`config.mk`:
```
export PLATFORM = sky130hd
export DESIGN_NAME = alu8_status
export DESIGN_NICKNAME = d
export VERILOG_FILES = /design/src/rtl/alu8_pkg.sv /design/src/rtl/alu8_addsub.sv /design/src/rtl/alu8_unary.sv /design/src/rtl/alu8_muldiv.sv /design/src/rtl/alu8_status_reg.sv /design/src/rtl/alu8_status.sv
export SDC_FILE = /design/constraint.sdc
export NUM_CORES = 1
export LEC_CHECK = 0
export BUFFER_PORTS_ARGS = -buffer_cell sky130_fd_sc_hd__buf_2
export CAP_MARGIN = 15
export CORE_MARGIN = 2
export CORE_UTILIZATION = 60
export CTS_CLUSTER_DIAMETER = 80
export DETAILED_ROUTE_END_ITERATION = 12
export GPL_ROUTABILITY_DRIVEN = 0
export PLACE_DENSITY_LB_ADDON = 0.05
export SYNTH_ARGS = -nofsm -noshare
export SYNTH_HDL_FRONTEND = slang
export SYNTH_SLANG_ARGS = --single-unit
```
`constraint.sdc`:
```
create_clock -name clk_i -period 49.7 [get_ports clk_i]
set_clock_uncertainty 0.15 [all_clocks]
set_input_delay 7.455 -clock clk_i [delete_from_list [all_inputs] [get_ports clk_i]]
set_output_delay 7.455 -clock clk_i [all_outputs]
set_load 0.005 [all_outputs]
```
`src/rtl/alu8_pkg.sv`:
```
package alu8_pkg;

  localparam int unsigned DATA_W = 8;

  typedef enum logic [3:0] {
    OP_NOP  = 4'd0,
    OP_ADD  = 4'd1,
    OP_ADDC = 4'd2,
    OP_SUBB = 4'd3,
    OP_INC  = 4'd4,
    OP_DEC  = 4'd5,
    OP_AND  = 4'd6,
    OP_OR   = 4'd7,
    OP_XOR  = 4'd8,
    OP_CPL  = 4'd9,
    OP_RL   = 4'd10,
    OP_RR   = 4'd11,
    OP_RLC  = 4'd12,
    OP_RRC  = 4'd13,
    OP_MUL  = 4'd14,
    OP_DIV  = 4'd15
  } alu_op_e;

  // flag update request from the datapath to the status register
  typedef struct packed {
    logic cy_we;
    logic cy;
    logic ac_we;
    logic ac;
    logic ov_we;
    logic ov;
  } flag_upd_t;

  // status bit positions; decoders outside depend on them
  localparam int unsigned CY_BIT = 7;
  localparam int unsigned AC_BIT = 6;
  localparam int unsigned F0_BIT = 5;
  localparam int unsigned RS_HI  = 4;
  localparam int unsigned RS_LO  = 3;
  localparam int unsigned OV_BIT = 2;
  localparam int unsigned UD_BIT = 1;

endpackage

```
`src/rtl/alu8_addsub.sv`:
```
module alu8_addsub #(
  parameter int unsigned DW = 8
) (
  input  logic          sub_i,
  input  logic          cin_i,
  input  logic [DW-1:0] a_i,
  input  logic [DW-1:0] b_i,
  output logic [DW-1:0] sum_o,
  output logic          cy_o,
  output logic          ac_o,
  output logic          ov_o
);
  localparam int unsigned HB  = DW / 2;
  localparam int unsigned MSB = DW - 1;

  logic [DW:0] full;
  logic        c_into_msb;

  always_comb begin
    if (sub_i) full = {1'b0, a_i} - {1'b0, b_i} - {{DW{1'b0}}, cin_i};
    else       full = {1'b0, a_i} + {1'b0, b_i} + {{DW{1'b0}}, cin_i};
  end

  assign sum_o = full[DW-1:0];
  assign cy_o  = full[DW];
  // carry/borrow into a bit position is recovered from operands and result
  assign ac_o       = a_i[HB] ^ b_i[HB] ^ full[HB];
  assign c_into_msb = a_i[MSB] ^ b_i[MSB] ^ full[MSB];
  assign ov_o       = c_into_msb ^ full[DW];

endmodule

```
`src/rtl/alu8_unary.sv`:
```
module alu8_unary
  import alu8_pkg::*;
#(
  parameter int unsigned DW = 8
) (
  input  alu_op_e       op_i,
  input  logic [DW-1:0] a_i,
  input  logic [DW-1:0] b_i,
  input  logic          cy_i,
  output logic [DW-1:0] res_o,
  output logic          cy_we_o,
  output logic          cy_o
);
  localparam logic [DW-1:0] ONE = DW'(1);

  always_comb begin
    res_o   = a_i;
    cy_we_o = 1'b0;
    cy_o    = cy_i;
    unique case (op_i)
      OP_INC: res_o = a_i + ONE;
      OP_DEC: res_o = a_i - ONE;
      OP_AND: res_o = a_i & b_i;
      OP_OR:  res_o = a_i | b_i;
      OP_XOR: res_o = a_i ^ b_i;
      OP_CPL: res_o = ~a_i;
      OP_RL:  res_o = {a_i[DW-2:0], a_i[DW-1]};
      OP_RR:  res_o = {a_i[0], a_i[DW-1:1]};
      OP_RLC: begin
        res_o   = {a_i[DW-2:0], cy_i};
        cy_we_o = 1'b1;
        cy_o    = a_i[DW-1];
      end
      OP_RRC: begin
        res_o   = {cy_i, a_i[DW-1:1]};
        cy_we_o = 1'b1;
        cy_o    = a_i[0];
      end
      default: res_o = a_i;
    endcase
  end

endmodule

```
`src/rtl/alu8_muldiv.sv`:
```
module alu8_muldiv #(
  parameter int unsigned DW = 8
) (
  input  logic          div_i,
  input  logic [DW-1:0] a_i,
  input  logic [DW-1:0] b_i,
  output logic [DW-1:0] lo_o,
  output logic [DW-1:0] hi_o,
  output logic          ov_o
);
  localparam int unsigned PW = 2 * DW;

  logic [PW-1:0] prod;
  logic [DW-1:0] quot;
  logic [DW:0]   rem;
  logic [DW:0]   trial;

  assign prod = {{DW{1'b0}}, a_i} * {{DW{1'b0}}, b_i};

  // restoring division, one quotient bit per unrolled step
  always_comb begin
    rem   = '0;
    trial = '0;
    quot  = '0;
    for (int i = DW - 1; i >= 0; i--) begin
      trial = {rem[DW-1:0], a_i[i]};
      if (trial >= {1'b0, b_i}) begin
        rem     = trial - {1'b0, b_i};
        quot[i] = 1'b1;
      end else begin
        rem     = trial;
      end
    end
  end

  always_comb begin
    if (div_i) begin
      lo_o = quot;
      hi_o = rem[DW-1:0];
      ov_o = (b_i == '0);
    end else begin
      lo_o = prod[DW-1:0];
      hi_o = prod[PW-1:DW];
      ov_o = |prod[PW-1:DW];
    end
  end

endmodule

```
`src/rtl/alu8_status_reg.sv`:
```
module alu8_status_reg
  import alu8_pkg::*;
(
  input  logic      clk_i,
  input  logic      rst_ni,
  input  logic      we_i,
  input  logic [7:1] wdata_i,
  input  flag_upd_t upd_i,
  output logic [7:1] stat_o
);
  logic [7:1] stat_q, stat_d;

  always_comb begin
    stat_d = stat_q;
    if (we_i) begin
      stat_d = wdata_i;
    end else begin
      if (upd_i.cy_we) stat_d[CY_BIT] = upd_i.cy;
      if (upd_i.ac_we) stat_d[AC_BIT] = upd_i.ac;
      if (upd_i.ov_we) stat_d[OV_BIT] = upd_i.ov;
    end
  end

  always_ff @(posedge clk_i or negedge rst_ni) begin
    if (!rst_ni) stat_q <= '0;
    else         stat_q <= stat_d;
  end

  assign stat_o = stat_q;

endmodule

```
`src/rtl/alu8_status.sv`:
```
module alu8_status
  import alu8_pkg::*;
#(
  parameter int unsigned DW = DATA_W
) (
  input  logic          clk_i,
  input  logic          rst_ni,
  input  logic [3:0]    op_i,
  input  logic [DW-1:0] acc_i,
  input  logic [DW-1:0] opnd_i,
  input  logic [DW-1:0] b_i,
  input  logic          psw_we_i,
  input  logic [7:1]    psw_wdata_i,
  output logic [DW-1:0] res_o,
  output logic [DW-1:0] b_o,
  output logic [7:0]    psw_o,
  output logic [4:0]    bank_base_o
);
  alu_op_e       op;
  logic [7:1]    stat;
  logic          cy_cur;

  logic          as_sub, as_cin;
  logic [DW-1:0] as_sum;
  logic          as_cy, as_ac, as_ov;

  logic [DW-1:0] un_res;
  logic          un_cy_we, un_cy;

  logic [DW-1:0] md_lo, md_hi;
  logic          md_ov;

  flag_upd_t     upd;

  assign op     = alu_op_e'(op_i);
  assign cy_cur = stat[CY_BIT];

  assign as_sub = (op == OP_SUBB);
  assign as_cin = (op == OP_ADDC || op == OP_SUBB) ? cy_cur : 1'b0;

  alu8_addsub #(.DW(DW)) u_addsub (
    .sub_i (as_sub),
    .cin_i (as_cin),
    .a_i   (acc_i),
    .b_i   (opnd_i),
    .sum_o (as_sum),
    .cy_o  (as_cy),
    .ac_o  (as_ac),
    .ov_o  (as_ov)
  );

  alu8_unary #(.DW(DW)) u_unary (
    .op_i    (op),
    .a_i     (acc_i),
    .b_i     (opnd_i),
    .cy_i    (cy_cur),
    .res_o   (un_res),
    .cy_we_o (un_cy_we),
    .cy_o    (un_cy)
  );

  alu8_muldiv #(.DW(DW)) u_muldiv (
    .div_i (op == OP_DIV),
    .a_i   (acc_i),
    .b_i   (b_i),
    .lo_o  (md_lo),
    .hi_o  (md_hi),
    .ov_o  (md_ov)
  );

  always_comb begin
    res_o = acc_i;
    b_o   = b_i;
    upd   = '0;
    unique case (op)
      OP_ADD, OP_ADDC, OP_SUBB: begin
        res_o = as_sum;
        upd   = '{cy_we: 1'b1, cy: as_cy, ac_we: 1'b1, ac: as_ac,
                  ov_we: 1'b1, ov: as_ov};
      end
      OP_INC, OP_DEC, OP_AND, OP_OR, OP_XOR, OP_CPL,
      OP_RL, OP_RR, OP_RLC, OP_RRC: begin
        res_o     = un_res;
        upd.cy_we = un_cy_we;
        upd.cy    = un_cy;
      end
      OP_MUL, OP_DIV: begin
        res_o = md_lo;
        b_o   = md_hi;
        upd   = '{cy_we: 1'b1, cy: 1'b0, ac_we: 1'b0, ac: 1'b0,
                  ov_we: 1'b1, ov: md_ov};
      end
      default: res_o = acc_i;
    endcase
  end

  alu8_status_reg u_stat (
    .clk_i   (clk_i),
    .rst_ni  (rst_ni),
    .we_i    (psw_we_i),
    .wdata_i (psw_wdata_i),
    .upd_i   (upd),
    .stat_o  (stat)
  );

  // parity tracks the live accumulator, never stored
  assign psw_o       = {stat, ^acc_i};
  assign bank_base_o = {stat[RS_HI:RS_LO], 3'b000};

endmodule

```
==> qor.log <==
[yosys] fraction of the mapped netlist area in adder cells 33.3%
[setup_path] maximum single-stage delay on the critical path 510 ps
[yosys] dominant combinational cell family by area after synthesis adder cells
[floorplan] placeable core region 0.0132 mm^2
[yosys] async set or reset register ratio after synthesis 100%
[detailed_routing] Via density 6.15
[pwr] share of power burned in registers 2.2%
[placed_design] port buffer count 63
[sta] period utilisation layout 64.8%
[grt] overflow left after global routing 0
[detailed_routing] detailed-route via count 7918
[placed_design] hpwl dp 18600 um
[final_layout] net count reported at finish 1337
[setup_path] crit path launch type primary input
[pwr] power per unit of standard cell area 36.6 mW/mm^2
[yosys] Warnings, synthesis 0
[detailed_routing] number of remaining DRC errors 0
[yosys] synthesized area divided by synthesized cell count 7.45 um^2
[detailed_routing] initial drt markers 811
[yosys] cell type with the largest total area after synthesis ha_1
[final_layout] fill cell total of the finished layout 1215
[sta] worst-margin pin slew 752 ps
[yosys] FF+latch count, synth 7
[final_layout] fraction of final layout cells sized beyond drive strength 1 9.44%
[final_layout] leading cell type in the layout, fill and taps excluded ha_1
[setup_path] arrival time worst endpoint 24590 ps
[final_layout] antenna diode count 0
[yosys] number of enable flip-flop cells after synthesis 0
[grt] number of antenna violations at the first check in global routing 0
[setup_path] Critical Setup Path Class primary input to output port
[floorplan] Die Area 0.0144 mm^2
[run_status] status complete, no violations
[pwr] peak supply drop 83.8 uV
[clocking] CTS H-Tree Depth 1
[floorplan] y dimension of the die 120 um
[sta] number of failing hold endpoints at the final stage 0
[final_layout] Final Instance Area 0.00851 mm^2
[floorplan] std cell rows 42
[detailed_routing] average wire per cell in the routed design 18.2 um
[pwr] switching pwr 165 uW
[setup_path] Worst path most repeated cell a21oi_1
[pwr] switching fraction of total power 52.9%
[pwr] leakage component of the power 4.19 nW
[setup_path] endpoint class of the critical path output port
[yosys] area of the mapped netlist 0.00808 mm^2
[yosys] synthesized netlist cell count 1085
[sta] RSZ-0062 raised after global routing false
[clocking] post-CTS setup repair buffer count 0
[detailed_routing] sum of routed wire length over all layers 23500 um
[placed_design] cell area reported after detailed placement 0.00843 mm^2
[sta] upper clock frequency limit 31.1 MHz
[yosys] compound-gate portion of the synthesized area 25.3%
[detailed_routing] first-pass iteration count of the detailed router 6
[sta] post-layout worst setup margin 17500 ps
[yosys] number of distinct library cell variants in the gate-level netlist after synthesis 77
[grt] Global Route Usage Sum 32.4%
[sta] Final setup violation count 0
[setup_path] required time worst endpoint 42100 ps
[yosys] part of the Yosys area used for sequential elements 2.17%
[sta] normalized max-slew margin 49.7%
[setup_path] worst-path fanout max 18
[final_layout] post-synthesis to final-layout area growth 5.34%
[setup_path] Critical Path Slowest Stage Cell a211oi_4
[floorplan] overall die width 120 um
[grt] vias in the first global route 7254
[yosys] flip-flop cell with the highest count after synthesis dfrtp_1
[clocking] CTS tree done
[yosys] leading post-synthesis cells by cell area ha_1, fa_1, inv_1
[sta] min Tclk post-route 32200 ps
[sta] Total Neg Setup Slack 0 ps
[pwr] Clock Power Share 4.4%
[detailed_routing] post-route ant nets 0
[pwr] Gate power share 93.5%
[final_layout] most frequent cells in the layout ha_1, inv_1, nor2_1, a21oi_1, nand2_1
[floorplan] IO Pins 67
[floorplan] starting utilization of the core area 61.3%
[final_layout] Largest register FFs 7
[flow_run] # Max-Cap Violations 0
[sta] count of pins over their slew limit 0
[yosys] area share of the leading cell type in the synthesized netlist 21.4%
[grt] pin count of the biggest net entering global routing 59
[yosys] xor and xnor fraction of the mapped netlist area 7.26%
[clocking] Num CTS Buffers 3
[clocking] worst-case clock buffer depth 2
[hold_path] path category of the worst min-delay check register to register
[clocking] Clk Latency, worst-skew pair 230 ps
[yosys] simple-gate share of the synthesized area 18.4%
[pwr] internal power summed over all cells 147 uW
[grt] global-route wire length before repair 37800 um
[clocking] number of clock sinks seen by CTS 7
[clocking] count of cells resized by post-cts repair 0
[yosys] multiplexer area fraction after synthesis 5.37%
[clocking] root buffer cell clkbuf_16
[clocking] CTS hold repair buffers 0
[placed_design] Place WS 17840 ps
[clocking] clock-pin slew on the worst setup and hold paths 30 ps
-- worst max-delay path: cells and delay by family --
kind / cells / cell delay [ps]
AND/OR/NAND/NOR: 16 / 3370
adder cells (fa/ha/maj): 8 / 2550
AO/OA/AOI/OAI: 40 / 9320
buffers and inverters: 5 / 1090
multiplexers: 2 / 790
-- final timing paths --
check                                      start               end  slack (ps)  depth (start not counted)
worst max-delay path                      b_i[1]            b_o[0]       17500                         71
worst max register to register  u_stat.stat_o[7]  u_stat.stat_o[2]       45850                         15
min in group asynchronous                 rst_ni  u_stat.stat_o[6]        6900                          1
worst min register to register  u_stat.stat_o[5]  u_stat.stat_o[5]         350                          1
worst min-delay path            u_stat.stat_o[5]  u_stat.stat_o[5]         350                          1
max in group asynchronous                 rst_ni  u_stat.stat_o[1]       42340                          1
-- metal layers --
layer,vias up,wire (um),track usage (%)
met5,-,0,0
met4,0,143,3.38
met3,11,1860,2.09
met2,295,10400,51.1
met1,3736,11000,49.9
li1,3876,-,-
-- power by group through the flow --
stage	Clock [mW]	Sequential, mW	Combinational, mW
after global placement	0	0.00688	0.287
after floorplan	0	0.00686	0.233
after detailed placement	0	0.00688	0.288
after global routing	0.0143	0.00689	0.327
after CTS	0.0138	0.00681	0.290
final	0.0136	0.00681	0.291
-- synthesized netlist by cell type (6+ instances only) --
| cell type | instances |
|---|---|
| a211oi_1 | 11 |
| a21boi_0 | 7 |
| a21o_1 | 16 |
| a21oi_1 | 82 |
| a221oi_1 | 7 |
| a22oi_1 | 10 |
| a31oi_1 | 6 |
| and2_1 | 7 |
| buf_1 | 8 |
| buf_4 | 6 |
| clkbuf_1 | 24 |
| dfrtp_1 | 7 |
| fa_1 | 48 |
| ha_1 | 138 |
| inv_1 | 117 |
| mux2_2 | 18 |
| mux2i_1 | 22 |
| nand2_1 | 82 |
| nand2b_1 | 17 |
| nand3_1 | 18 |
| nand4_1 | 11 |
| nor2_1 | 96 |
| nor2b_1 | 19 |
| nor3_1 | 24 |
| nor3b_1 | 6 |
| o211ai_1 | 11 |
| o21a_1 | 16 |
| o21ai_0 | 68 |
| o21bai_1 | 10 |
| o22ai_1 | 12 |
| or3_1 | 7 |
| xnor2_1 | 39 |
| xor2_1 | 28 |
-- cell families after synthesis --
group / count (synthesis)
flip-flops: 7
other: 1
AO/OA/AOI/OAI: 309
buffers and inverters: 164
AND/OR/NAND/NOR: 310
adder cells (fa/ha/maj): 186
XOR/XNOR: 67
multiplexers: 41
-- area by class of cell --
type | count | area (um^2) | share of cell area [%]
repair buffers | 66 | 338 | 3.97
multi-input cells | 916 | 7250 | 85.2
flip-flops and latches | 7 | 175 | 2.06
well taps | 176 | 220 | 2.59
clock buffers | 4 | 78.8 | 0.926
inverters | 119 | 447 | 5.25
-- metrics by stage --
stage | hold slack [ps] | power [mW] | util (%) | std cells
after floorplan | 355 | 0.240 | - | 1087
after global placement | 338 | 0.294 | 63.9 | 1284
after detailed placement | 344 | 0.294 | 63.9 | 1284
after CTS | 352 | 0.310 | 64.5 | 1288
after global routing | 367 | 0.348 | 64.5 | 1288
final | 351 | 0.312 | 64.5 | 1288
No activity file was read; power rests on OpenSTA's default activity.
